--- config.mk ---
export PLATFORM = sky130hd
export DESIGN_NAME = subreg_regfile
export DESIGN_NICKNAME = d
export VERILOG_FILES = /design/src/rtl/subreg_pkg.sv /design/src/rtl/slice_decode.sv /design/src/rtl/write_merge.sv /design/src/rtl/read_extract.sv /design/src/rtl/subreg_regfile.sv
export SDC_FILE = /design/constraint.sdc
export NUM_CORES = 1
export LEC_CHECK = 0
export ABC_AREA = 0
export BUFFER_PORTS_ARGS = -buffer_cell sky130_fd_sc_hd__buf_2
export CAP_MARGIN = 10
export CORE_UTILIZATION = 44
export CTS_BUF_LIST = sky130_fd_sc_hd__clkbuf_4
export CTS_CLUSTER_DIAMETER = 150
export DETAILED_ROUTE_END_ITERATION = 16
export PLACE_DENSITY_LB_ADDON = 0.05
export SETUP_SLACK_MARGIN = 0.3
export SYNTH_ARGS = -nofsm -noshare
export SYNTH_HDL_FRONTEND = slang
export SYNTH_SLANG_ARGS = --single-unit
--- constraint.sdc ---
create_clock -name clk -period 2.2 [get_ports clk]
set_input_delay 0.11 -clock clk [delete_from_list [all_inputs] [get_ports clk]]
set_output_delay 0.11 -clock clk [all_outputs]
set_load 0.01 [all_outputs]
--- src/rtl/subreg_pkg.sv ---
// Shared types for the slice-addressable register file.
// Assumes the size code is two bits wide and that the encoding below is fixed.
package subreg_pkg;
    typedef enum logic [1:0] {
        SZ_WORD = 2'd0,   // whole register
        SZ_HALF = 2'd1,   // bits 15:0
        SZ_LOW  = 2'd2,   // bits 7:0
        SZ_HIGH = 2'd3    // bits 15:8
    } acc_size_e;
endpackage

--- src/rtl/slice_decode.sv ---
// Turns a register index and a size code into an in-place bit mask and a
// right-shift amount, and decides whether the combination is legal.
// Assumes DATA_W >= 2*LANE_W and NUM_SPLIT <= NUM_REGS.
module slice_decode
    import subreg_pkg::*;
#(
    parameter int DATA_W    = 32,
    parameter int LANE_W    = 8,
    parameter int NUM_REGS  = 8,
    parameter int NUM_SPLIT = 4,
    parameter int IDX_W     = $clog2(NUM_REGS),
    parameter int SH_W      = $clog2(DATA_W)
) (
    input  logic [IDX_W-1:0]  idx,
    input  logic [1:0]        size,
    output logic              legal,
    output logic [DATA_W-1:0] mask,
    output logic [SH_W-1:0]   shift
);
    localparam int HALF_W = 2 * LANE_W;
    localparam logic [DATA_W-1:0] LANE_MASK = {{(DATA_W-LANE_W){1'b0}}, {LANE_W{1'b1}}};
    localparam logic [DATA_W-1:0] HALF_MASK = {{(DATA_W-HALF_W){1'b0}}, {HALF_W{1'b1}}};
    localparam logic [IDX_W:0]    REG_LIM   = NUM_REGS[IDX_W:0];
    localparam logic [IDX_W:0]    SPLIT_LIM = NUM_SPLIT[IDX_W:0];

    acc_size_e sz;
    logic      in_range;
    logic      splittable;

    // Select the slice mask and shift for the requested size.
    always_comb begin
        sz = acc_size_e'(size);
        unique case (sz)
            SZ_WORD: begin mask = '1;                 shift = '0; end
            SZ_HALF: begin mask = HALF_MASK;          shift = '0; end
            SZ_LOW:  begin mask = LANE_MASK;          shift = '0; end
            default: begin mask = LANE_MASK << LANE_W; shift = SH_W'(LANE_W); end
        endcase
    end

    // Narrow views exist only for the low-numbered registers.
    always_comb begin
        in_range   = ({1'b0, idx} < REG_LIM);
        splittable = ({1'b0, idx} < SPLIT_LIM);
        legal      = in_range && ((sz == SZ_WORD) || splittable);
    end
endmodule

--- src/rtl/write_merge.sv ---
// Merges a shifted write slice into the current register value, keeping
// every bit outside the mask. Assumes the mask and shift come from slice_decode.
module write_merge #(
    parameter int DATA_W = 32,
    parameter int SH_W   = $clog2(DATA_W)
) (
    input  logic [DATA_W-1:0] cur_val,
    input  logic [DATA_W-1:0] wdata,
    input  logic [DATA_W-1:0] mask,
    input  logic [SH_W-1:0]   shift,
    output logic [DATA_W-1:0] new_val
);
    // Place the slice in position and keep the untouched bits.
    always_comb begin
        new_val = (cur_val & ~mask) | ((wdata << shift) & mask);
    end
endmodule

--- src/rtl/read_extract.sv ---
// Cuts a slice out of a register value and moves it down to bit 0.
// An illegal access reads as zero. Assumes the mask and shift come from slice_decode.
module read_extract #(
    parameter int DATA_W = 32,
    parameter int SH_W   = $clog2(DATA_W)
) (
    input  logic [DATA_W-1:0] src_val,
    input  logic              legal,
    input  logic [DATA_W-1:0] mask,
    input  logic [SH_W-1:0]   shift,
    output logic [DATA_W-1:0] rdata
);
    // Mask, align and zero-fill the slice.
    always_comb begin
        rdata = legal ? ((src_val & mask) >> shift) : '0;
    end
endmodule

--- src/rtl/subreg_regfile.sv ---
// Register file with one write and two read ports. Each port addresses a
// register at word, half, low-byte or high-byte size. Narrow writes merge
// into the old value. A read of the register being written sees the merged value.
// Assumes a single clock and a synchronous active-low reset.
module subreg_regfile
    import subreg_pkg::*;
#(
    parameter int DATA_W    = 32,
    parameter int LANE_W    = 8,
    parameter int NUM_REGS  = 8,
    parameter int NUM_SPLIT = 4,
    parameter int IDX_W     = $clog2(NUM_REGS),
    parameter int NUM_RD    = 2
) (
    input  logic              clk,
    input  logic              rst_n,
    input  logic              wr_en,
    input  logic [IDX_W-1:0]  wr_idx,
    input  logic [1:0]        wr_size,
    input  logic [DATA_W-1:0] wr_data,
    output logic              wr_err,
    input  logic [IDX_W-1:0]  rd_a_idx,
    input  logic [1:0]        rd_a_size,
    output logic [DATA_W-1:0] rd_a_data,
    output logic              rd_a_err,
    input  logic [IDX_W-1:0]  rd_b_idx,
    input  logic [1:0]        rd_b_size,
    output logic [DATA_W-1:0] rd_b_data,
    output logic              rd_b_err
);
    localparam int SH_W   = $clog2(DATA_W);
    localparam int HALF_W = 2 * LANE_W;

    logic [DATA_W-1:0] regs [NUM_REGS];

    logic              wr_legal;
    logic [DATA_W-1:0] wr_mask;
    logic [SH_W-1:0]   wr_shift;
    logic [DATA_W-1:0] wr_merged;
    logic              wr_commit;

    logic [IDX_W-1:0]  rd_idx  [NUM_RD];
    logic [1:0]        rd_size [NUM_RD];
    logic [DATA_W-1:0] rd_data [NUM_RD];
    logic              rd_err  [NUM_RD];

    // Bring the named read ports into indexed form.
    always_comb begin
        rd_idx[0]  = rd_a_idx;
        rd_size[0] = rd_a_size;
        rd_idx[1]  = rd_b_idx;
        rd_size[1] = rd_b_size;
    end

    assign rd_a_data = rd_data[0];
    assign rd_a_err  = rd_err[0];
    assign rd_b_data = rd_data[1];
    assign rd_b_err  = rd_err[1];

    slice_decode #(
        .DATA_W(DATA_W), .LANE_W(LANE_W), .NUM_REGS(NUM_REGS),
        .NUM_SPLIT(NUM_SPLIT), .IDX_W(IDX_W), .SH_W(SH_W)
    ) i_wr_dec (
        .idx(wr_idx), .size(wr_size),
        .legal(wr_legal), .mask(wr_mask), .shift(wr_shift)
    );

    write_merge #(.DATA_W(DATA_W), .SH_W(SH_W)) i_wr_merge (
        .cur_val(regs[wr_idx]), .wdata(wr_data),
        .mask(wr_mask), .shift(wr_shift), .new_val(wr_merged)
    );

    // Flag illegal writes and qualify the commit.
    always_comb begin
        wr_err    = !wr_legal;
        wr_commit = wr_en && wr_legal;
    end

    // Register storage: clear on reset, store the merged value on a legal write.
    always_ff @(posedge clk) begin
        if (!rst_n) begin
            for (int i = 0; i < NUM_REGS; i++) regs[i] <= '0;
        end else if (wr_commit) begin
            regs[wr_idx] <= wr_merged;
        end
    end

    for (genvar p = 0; p < NUM_RD; p++) begin : g_rd
        logic              legal;
        logic [DATA_W-1:0] mask;
        logic [SH_W-1:0]   shift;
        logic [DATA_W-1:0] src;

        slice_decode #(
            .DATA_W(DATA_W), .LANE_W(LANE_W), .NUM_REGS(NUM_REGS),
            .NUM_SPLIT(NUM_SPLIT), .IDX_W(IDX_W), .SH_W(SH_W)
        ) i_rd_dec (
            .idx(rd_idx[p]), .size(rd_size[p]),
            .legal(legal), .mask(mask), .shift(shift)
        );

        // Forward the merged value when this port reads the register being written.
        always_comb begin
            src = (wr_commit && (rd_idx[p] == wr_idx)) ? wr_merged : regs[rd_idx[p]];
        end

        read_extract #(.DATA_W(DATA_W), .SH_W(SH_W)) i_rd_ext (
            .src_val(src), .legal(legal), .mask(mask), .shift(shift),
            .rdata(rd_data[p])
        );

        assign rd_err[p] = !legal;

        AST_RD_ERR_ZERO: assert property (@(posedge clk) disable iff (!rst_n)
            rd_err[p] |-> (rd_data[p] == '0));
        AST_RD_NARROW_ZEXT: assert property (@(posedge clk) disable iff (!rst_n)
            (!rd_err[p] && (rd_size[p] != 2'd0)) |-> (rd_data[p][DATA_W-1:HALF_W] == '0));
        AST_RD_BYPASS_WORD: assert property (@(posedge clk) disable iff (!rst_n)
            (wr_en && !wr_err && (wr_size == 2'd0) && (rd_idx[p] == wr_idx)
             && (rd_size[p] == 2'd0)) |-> (rd_data[p] == wr_data));
    end

    for (genvar r = 0; r < NUM_REGS; r++) begin : g_chk
        AST_OTHER_REG_STABLE: assert property (@(posedge clk) disable iff (!rst_n)
            !(wr_en && !wr_err && (wr_idx == IDX_W'(r))) |=> $stable(regs[r]));
        AST_LOW_WRITE_KEEPS_UPPER: assert property (@(posedge clk) disable iff (!rst_n)
            (wr_en && (wr_idx == IDX_W'(r)) && (wr_size == 2'd2))
            |=> (regs[r][DATA_W-1:LANE_W] == $past(regs[r][DATA_W-1:LANE_W])));
        AST_ILLEGAL_WRITE_HOLDS: assert property (@(posedge clk) disable iff (!rst_n)
            (wr_en && wr_err) |=> $stable(regs[r]));
    end
endmodule

==> impl_metrics.json, run 1 <==
{
  "outcome": "finished with violations",
  "violations": "capacitance limit, slew limit, setup timing",
  "dpl.hpwl_um": 42000,
  "hold-path-cell-count": 5,
  "final_common_cell": "edfxtp_1",
  "sw_frac_of_total": 0.292,
  "netlist_area_sq_mm": 0.0167,
  "largest_register_ffs": 256,
  "worstSetupPathType": "register to primary output",
  "synth.distinct_cells": 70,
  "cts_inserted_buffers": 75,
  "synth-seq-cells": 256,
  "wl_per_cell_um": 28.8,
  "async_reset_ff_frac": 0,
  "pwr-share-clk": 0.348,
  "finalSetupViolCount": 75,
  "clk_pin_slew_ps": 60,
  "top_regs": "regs: 256 flops",
  "regMostFlops": "regs",
  "numPortBuffers": 116,
  "dr.pass1.iters": 5,
  "nets": 1727,
  "setup.worst_path.end_class": "primary output",
  "vias": 14200,
  "fmax_mhz": 362,
  "yosysSeqAreaShare": 0.460,
  "gp_congestion": 0.934,
  "internal_power_uw": 9690,
  "cts_sinks": 256,
  "drive_above_1_share": 0.546,
  "clkLatencyLatePin_ps": 740,
  "critical_path.slowest_cell": "mux4_2",
  "grt_pass1_wl_um": 93200,
  "synth_edf_count": 256,
  "synth_flop_cell": "edfxtp_1",
  "post-place-cells": 2021,
  "path_cells": "mux4_2, mux2_4, o21ai_2, a21oi_1, a311o_1, buf_2",
  "grt_overflow": 0,
  "fin_crit_sh": 1.25,
  "cap_violations": 1,
  "worstPathMaxFanout": 3,
  "clockBufferDepth": 3,
  "post_dp_cell_area_sq_mm": 0.0192,
  "ios": 117,
  "worstMarginPinSlew_ps": 1490,
  "fp.dieW_um": 197,
  "drt_iter0_markers": 1520,
  "dieArea_sq_mm": 0.0388,
  "fp.coreArea_sq_mm": 0.0375,
  "synth_nets": 1373,
  "hold_ws_ps": 54.7,
  "yosysWarnings": 0,
  "grt_pass1_vias": 14200,
  "viasPerCell": 6.33,
  "grt_max_degree": 33,
  "fp.dieH_um": 197,
  "antenna_found_initial": 2,
  "finalNonFillerCells": 2246,
  "p_sw_uw": 3990,
  "layout_setup_ws_ps": -559,
  "vdd_drop_max_mv": 0.352,
  "nFillCells": 3155,
  "ff2ff_setup_slack_ps": -390,
  "critPathLaunchType": "register",
  "finalClockSkew_ps": 38.9,
  "maxSlewHeadroom": -0.00260,
  "seq_area_sq_mm": 0.00769,
  "combPwrFrac": 0.234,
  "start_util": 0.446,
  "reg2reg_depth": 13,
  "synthCells": 1323,
  "syn_area_per_cell_sq_um": 12.6,
  "routed_wirelength_um": 64700,
  "design_area_sq_mm": 0.0223,
  "totalPowerFinal_uw": 13700,
  "slew_violations": 1,
  "seqPwrFrac": 0.419,
  "grtUsageTotal": 0.338,
  "cts_tree": "yes",
  "final-hold-violation-count": 0,
  "syn2layout_area_growth_pct": 33.5,
  "layout_min_cycle_time_ps": 2760,
  "htreeDepth": 3,
  "ant_nets": 0,
  "p_leak_uw": 0.00842,
  "multi_input_area_sq_mm": 0.00947,
  "cellPowerDensity_mw_per_mm2": 613,
  "post-route-drc-count": 0,
  "row_count": 71,
  "clockRootBuffer": "clkbuf_4",
  "worst_path_largest_cell_delay_ps": 480,
  "cp.required_ps": 2090,
  "layout_common_cells": "256 x edfxtp_1, 234 x nor2_1, 209 x buf_4",
  "hold_path_class": "primary input to register",
  "cp.arrival_ps": 2650,
  "rsz0062_at_grt": "yes"
}
## through the flow
step                      TNS [ps]  utilization  setup slack (ps)
after floorplan                  0            -               303
after global placement       -2720        0.513              -196
after detailed placement     -2240        0.513              -140
after CTS                   -19950        0.575              -617
after global routing        -26690        0.595              -675
final                       -17810        0.595              -559
## worst max-delay path, delay by kind of cell (launching register included)
| family | cells | cell delay, ps |
|---|---|---|
| mux | 2 | 770 |
| compound gates | 3 | 580 |
| flops | 1 | 420 |
| buf+inv | 1 | 150 |
## per-layer routing
| layer | up-vias | GRT usage | wire [um] |
|---|---|---|---|
| met3 | 159 | 0.0710 | 5970 |
| met2 | 855 | 0.530 | 30500 |
| met1 | 7239 | 0.453 | 25800 |
| li1 | 5963 | - | - |
| met4 | 0 | 0.145 | 2360 |
| met5 | - | 0.0243 | 0 |
## layout make-up
cell class / instances / share of cell area
Clock inverter: 25 / 0.00785
Clock buffer: 108 / 0.0363
Tap cell: 511 / 0.0286
Sequential cell: 256 / 0.344
Inverter: 4 / 0.000673
Timing Repair Buffer: 413 / 0.158
Multi-Input combinational cell: 927 / 0.424
Antenna cell: 2 / 0.000224
## cells by family (layout without fill, tap and decap cells)
kind of cell           Yosys count  after routing  synth area share
AO/OA/AOI/OAI                  250            250             0.115
XOR/XNOR                         4              4           0.00210
buffers and inverters          140            550            0.0492
flip-flops                     256            256             0.460
multiplexers                   238            238             0.262
other                            0              2                 0
AND/OR/NAND/NOR                435            435             0.112
## worst paths after layout
kind	start	to
max	regs[3][0]	rd_b_data[0]
min	wr_data[10]	regs[5][10]
max reg2reg	regs[6][23]	regs[5][23]
min reg2reg	regs[3][20]	regs[3][20]
## cells in the mapped netlist, types with 3 or more instances
cell | n | area share
xnor2_1 | 4 | 0.0021
o211ai_1 | 13 | 0.0058
and3b_2 | 3 | 0.0018
a31oi_1 | 3 | 0.0011
nor2_1 | 282 | 0.063
a211oi_1 | 48 | 0.022
a21o_1 | 11 | 0.0049
and2_1 | 9 | 0.0034
nor3_1 | 5 | 0.0015
a221oi_1 | 24 | 0.013
mux2i_1 | 44 | 0.026
buf_4 | 13 | 0.0058
o221ai_1 | 9 | 0.0047
o21a_1 | 4 | 0.0018
o22ai_1 | 12 | 0.0045
a21oi_1 | 37 | 0.011
nand2b_1 | 21 | 0.0079
o21ai_1 | 7 | 0.0021
nor2b_1 | 23 | 0.0086
nand3_1 | 8 | 0.0024
a22oi_1 | 9 | 0.0040
buf_2 | 41 | 0.012
clkbuf_1 | 51 | 0.011
a21oi_2 | 4 | 0.0021
edfxtp_1 | 256 | 0.46
buf_1 | 7 | 0.0016
a22o_1 | 8 | 0.0042
mux2_2 | 37 | 0.025
nand3b_1 | 5 | 0.0022
o2bb2ai_1 | 3 | 0.0016
buf_6 | 16 | 0.011
nand2_1 | 64 | 0.014
a221o_1 | 6 | 0.0036
o21ai_2 | 7 | 0.0037
mux4_2 | 152 | 0.20
or2_2 | 6 | 0.0022
clkbuf_8 | 6 | 0.0049
o21ai_0 | 19 | 0.0057
## power by group through the flow
stage          Sequential, uW  Clock [uW]  Combinational [uW]
3_3_place_gp             5810           0                2570
5_1_grt                  5740        5130                3340
4_1_cts                  5710        4850                2930
2_1_floorplan            5750           0                1540
3_5_place_dp             5820           0                2570
6_report                 5720        4760                3190
## repair_timing
item                                    CTS  global route
pin swaps                               126            52
cloned                                    0             0
endpoints found under the setup margin  104           152
buffers inserted                         51            20
hold buffers                             19             0
resized for setup                       170           145
hold endpoints to repair                131             0
(Power assumes the default switching activity.)
==> inputs of run 2 (changes only) <==
- PLACE_DENSITY_LB_ADDON: 0.05 -> 0.1
==> run 2 against run 1 <==
The flow finishes with violations (setup timing). Combinational power down 1%. Non-clock buffer count down 44. Flip-flop and latch count unchanged. Via count down 1.3%.
==> impl_metrics.json, run 2 (synthesized netlist as in run 1, its figures left out) <==
{
  "grtUsageMet3": 0.0678,
  "nets": 1683,
  "grt_pass1_wl_um": 91400,
  "maxSlewHeadroom": 0.454,
  "final_common_cell": "edfxtp_1",
  "cp.required_ps": 2090,
  "final_core_util": 0.591,
  "grtUsageTotal": 0.328,
  "gp_congestion": 0.901,
  "numPortBuffers": 116,
  "met1_usage": 0.431,
  "drt_iter0_markers": 1557,
  "fp.coreArea_sq_mm": 0.0375,
  "viasPerCell": 6.39,
  "vias": 14000,
  "htreeDepth": 3,
  "row_count": 71,
  "ff2ff_setup_slack_ps": -110,
  "fp.dieH_um": 197,
  "cellPowerDensity_mw_per_mm2": 602,
  "grt_overflow": 0,
  "cts_tree": "yes",
  "worstPathMaxFanout": 3,
  "holdPathEnd": "regs[1][17]",
  "fin_crit_sh": 1.27,
  "hold-path-cell-count": 3,
  "reg2reg_depth": 13,
  "clockBufferDepth": 3,
  "setup.worst_path.end_class": "primary output",
  "layout_setup_ws_ps": -585,
  "hp-start": "rst_n",
  "violations": "setup timing",
  "hold_path_class": "primary input to register",
  "cts_inserted_buffers": 75,
  "p_leak_uw": 0.00821,
  "rsz0062_at_grt": "yes",
  "ios": 117,
  "worstSetupPathType": "register to primary output",
  "critPathLaunchType": "register",
  "dr.pass1.iters": 5,
  "layout_min_cycle_time_ps": 2790,
  "cp.arrival_ps": 2680,
  "outcome": "finished with violations",
  "finalSetupViolCount": 70,
  "design_area_sq_mm": 0.0222,
  "layout_common_cells": "256 x edfxtp_1, 209 x nor2_1, 166 x buf_4",
  "start_util": 0.446,
  "wl_per_cell_um": 28.6,
  "syn2layout_area_growth_pct": 32.6,
  "worstMarginPinSlew_ps": 819,
  "post-route-drc-count": 0,
  "post_dp_cell_area_sq_mm": 0.0191,
  "r2r_end": "regs[4][21]",
  "finalClockSkew_ps": 59.4,
  "grt_pass1_vias": 14100,
  "slew_violations": 0,
  "ant_nets": 0,
  "use_met2": 0.526,
  "clk_pin_slew_ps": 70,
  "fp.dieW_um": 197,
  "r2r-start": "regs[0][21]",
  "grt_busiest_layer": "met2",
  "dp_slack_ps": 10.8,
  "largest_register_ffs": 256,
  "cts_sinks": 256,
  "clkLatencyLatePin_ps": 770,
  "totalPowerFinal_uw": 13400,
  "top_regs": "regs: 256 flops",
  "antenna_found_initial": 1,
  "cap_violations": 0,
  "vdd_drop_max_mv": 0.419,
  "clockRootBuffer": "clkbuf_4",
  "routed_wirelength_um": 62800,
  "dieArea_sq_mm": 0.0388,
  "fmax_mhz": 359,
  "dpl.hpwl_um": 40100,
  "grt_max_degree": 38,
  "final-hold-violation-count": 0,
  "regMostFlops": "regs",
  "drive_above_1_share": 0.550
}
run 2: critical path, stage by stage, from the launching register on:
cell and delay (ps):
edfxtp_1 450, mux4_2 480, mux2_4 310, o21ai_4 180, a21oi_2 70, a311o_1 320
buf_2 140
run 2: how the worst max path moves through the flow:
stage	slack [ps]	endpoint	depth (start not counted)	from
after floorplan	300	regs[2][0]	8	wr_idx[2]
after global routing	-670	rd_b_data[0]	6	regs[7][0]
after CTS	-600	rd_b_data[0]	6	regs[7][0]
after detailed placement	10	rd_b_data[24]	9	wr_idx[0]
after global placement	-30	rd_b_data[24]	9	wr_idx[0]
final	-590	rd_b_data[0]	6	regs[2][0]
run 2: timing repair:
| action | CTS | global route |
|---|---|---|
| buffers inserted | 48 | 16 |
| setup endpoints to repair | 96 | 161 |
| resized for setup | 185 | 171 |
| hold buffers | 19 | 0 |
| pin swaps | 127 | 83 |
| hold endpoints to repair | 128 | 0 |
run 2: layout make-up:
class | instances | area [sq um]
repair buffers | 369 | 3260
inverters | 4 | 15.0
multi-input cells | 927 | 9650
well taps | 511 | 639
fillers | 3108 | 15300
clock inverters | 20 | 108
diodes | 1 | 2.50
clock buffers | 108 | 811
flip-flops and latches | 256 | 7690
run 2: power breakdown:
group / switching, uW / internal, uW / leakage [uW] / total (uW)
clock network: 2120 / 2360 / 0.000549 / 4480
logic: 1670 / 1470 / 0.00500 / 3150
registers: 159 / 5570 / 0.00265 / 5730
total: 3950 / 9400 / 0.00821 / 13400
run 2: per-stage QoR:
stage	setup TNS (ps)	cells	hold WS, ps
after floorplan	0	1323	384
after global placement	-28.7	1984	473
after detailed placement	0	1984	473
after CTS	-17890	2179	9.76
after global routing	-23020	2196	40.3
final	-15880	2196	59.3
run 2: metal layers:
layer,wire (um),vias to the layer above,part of all wire
li1,-,5876,-
met3,6080,144,0.097
met1,24200,7153,0.39
met2,30500,860,0.49
met4,2060,0,0.033
met5,0,-,0
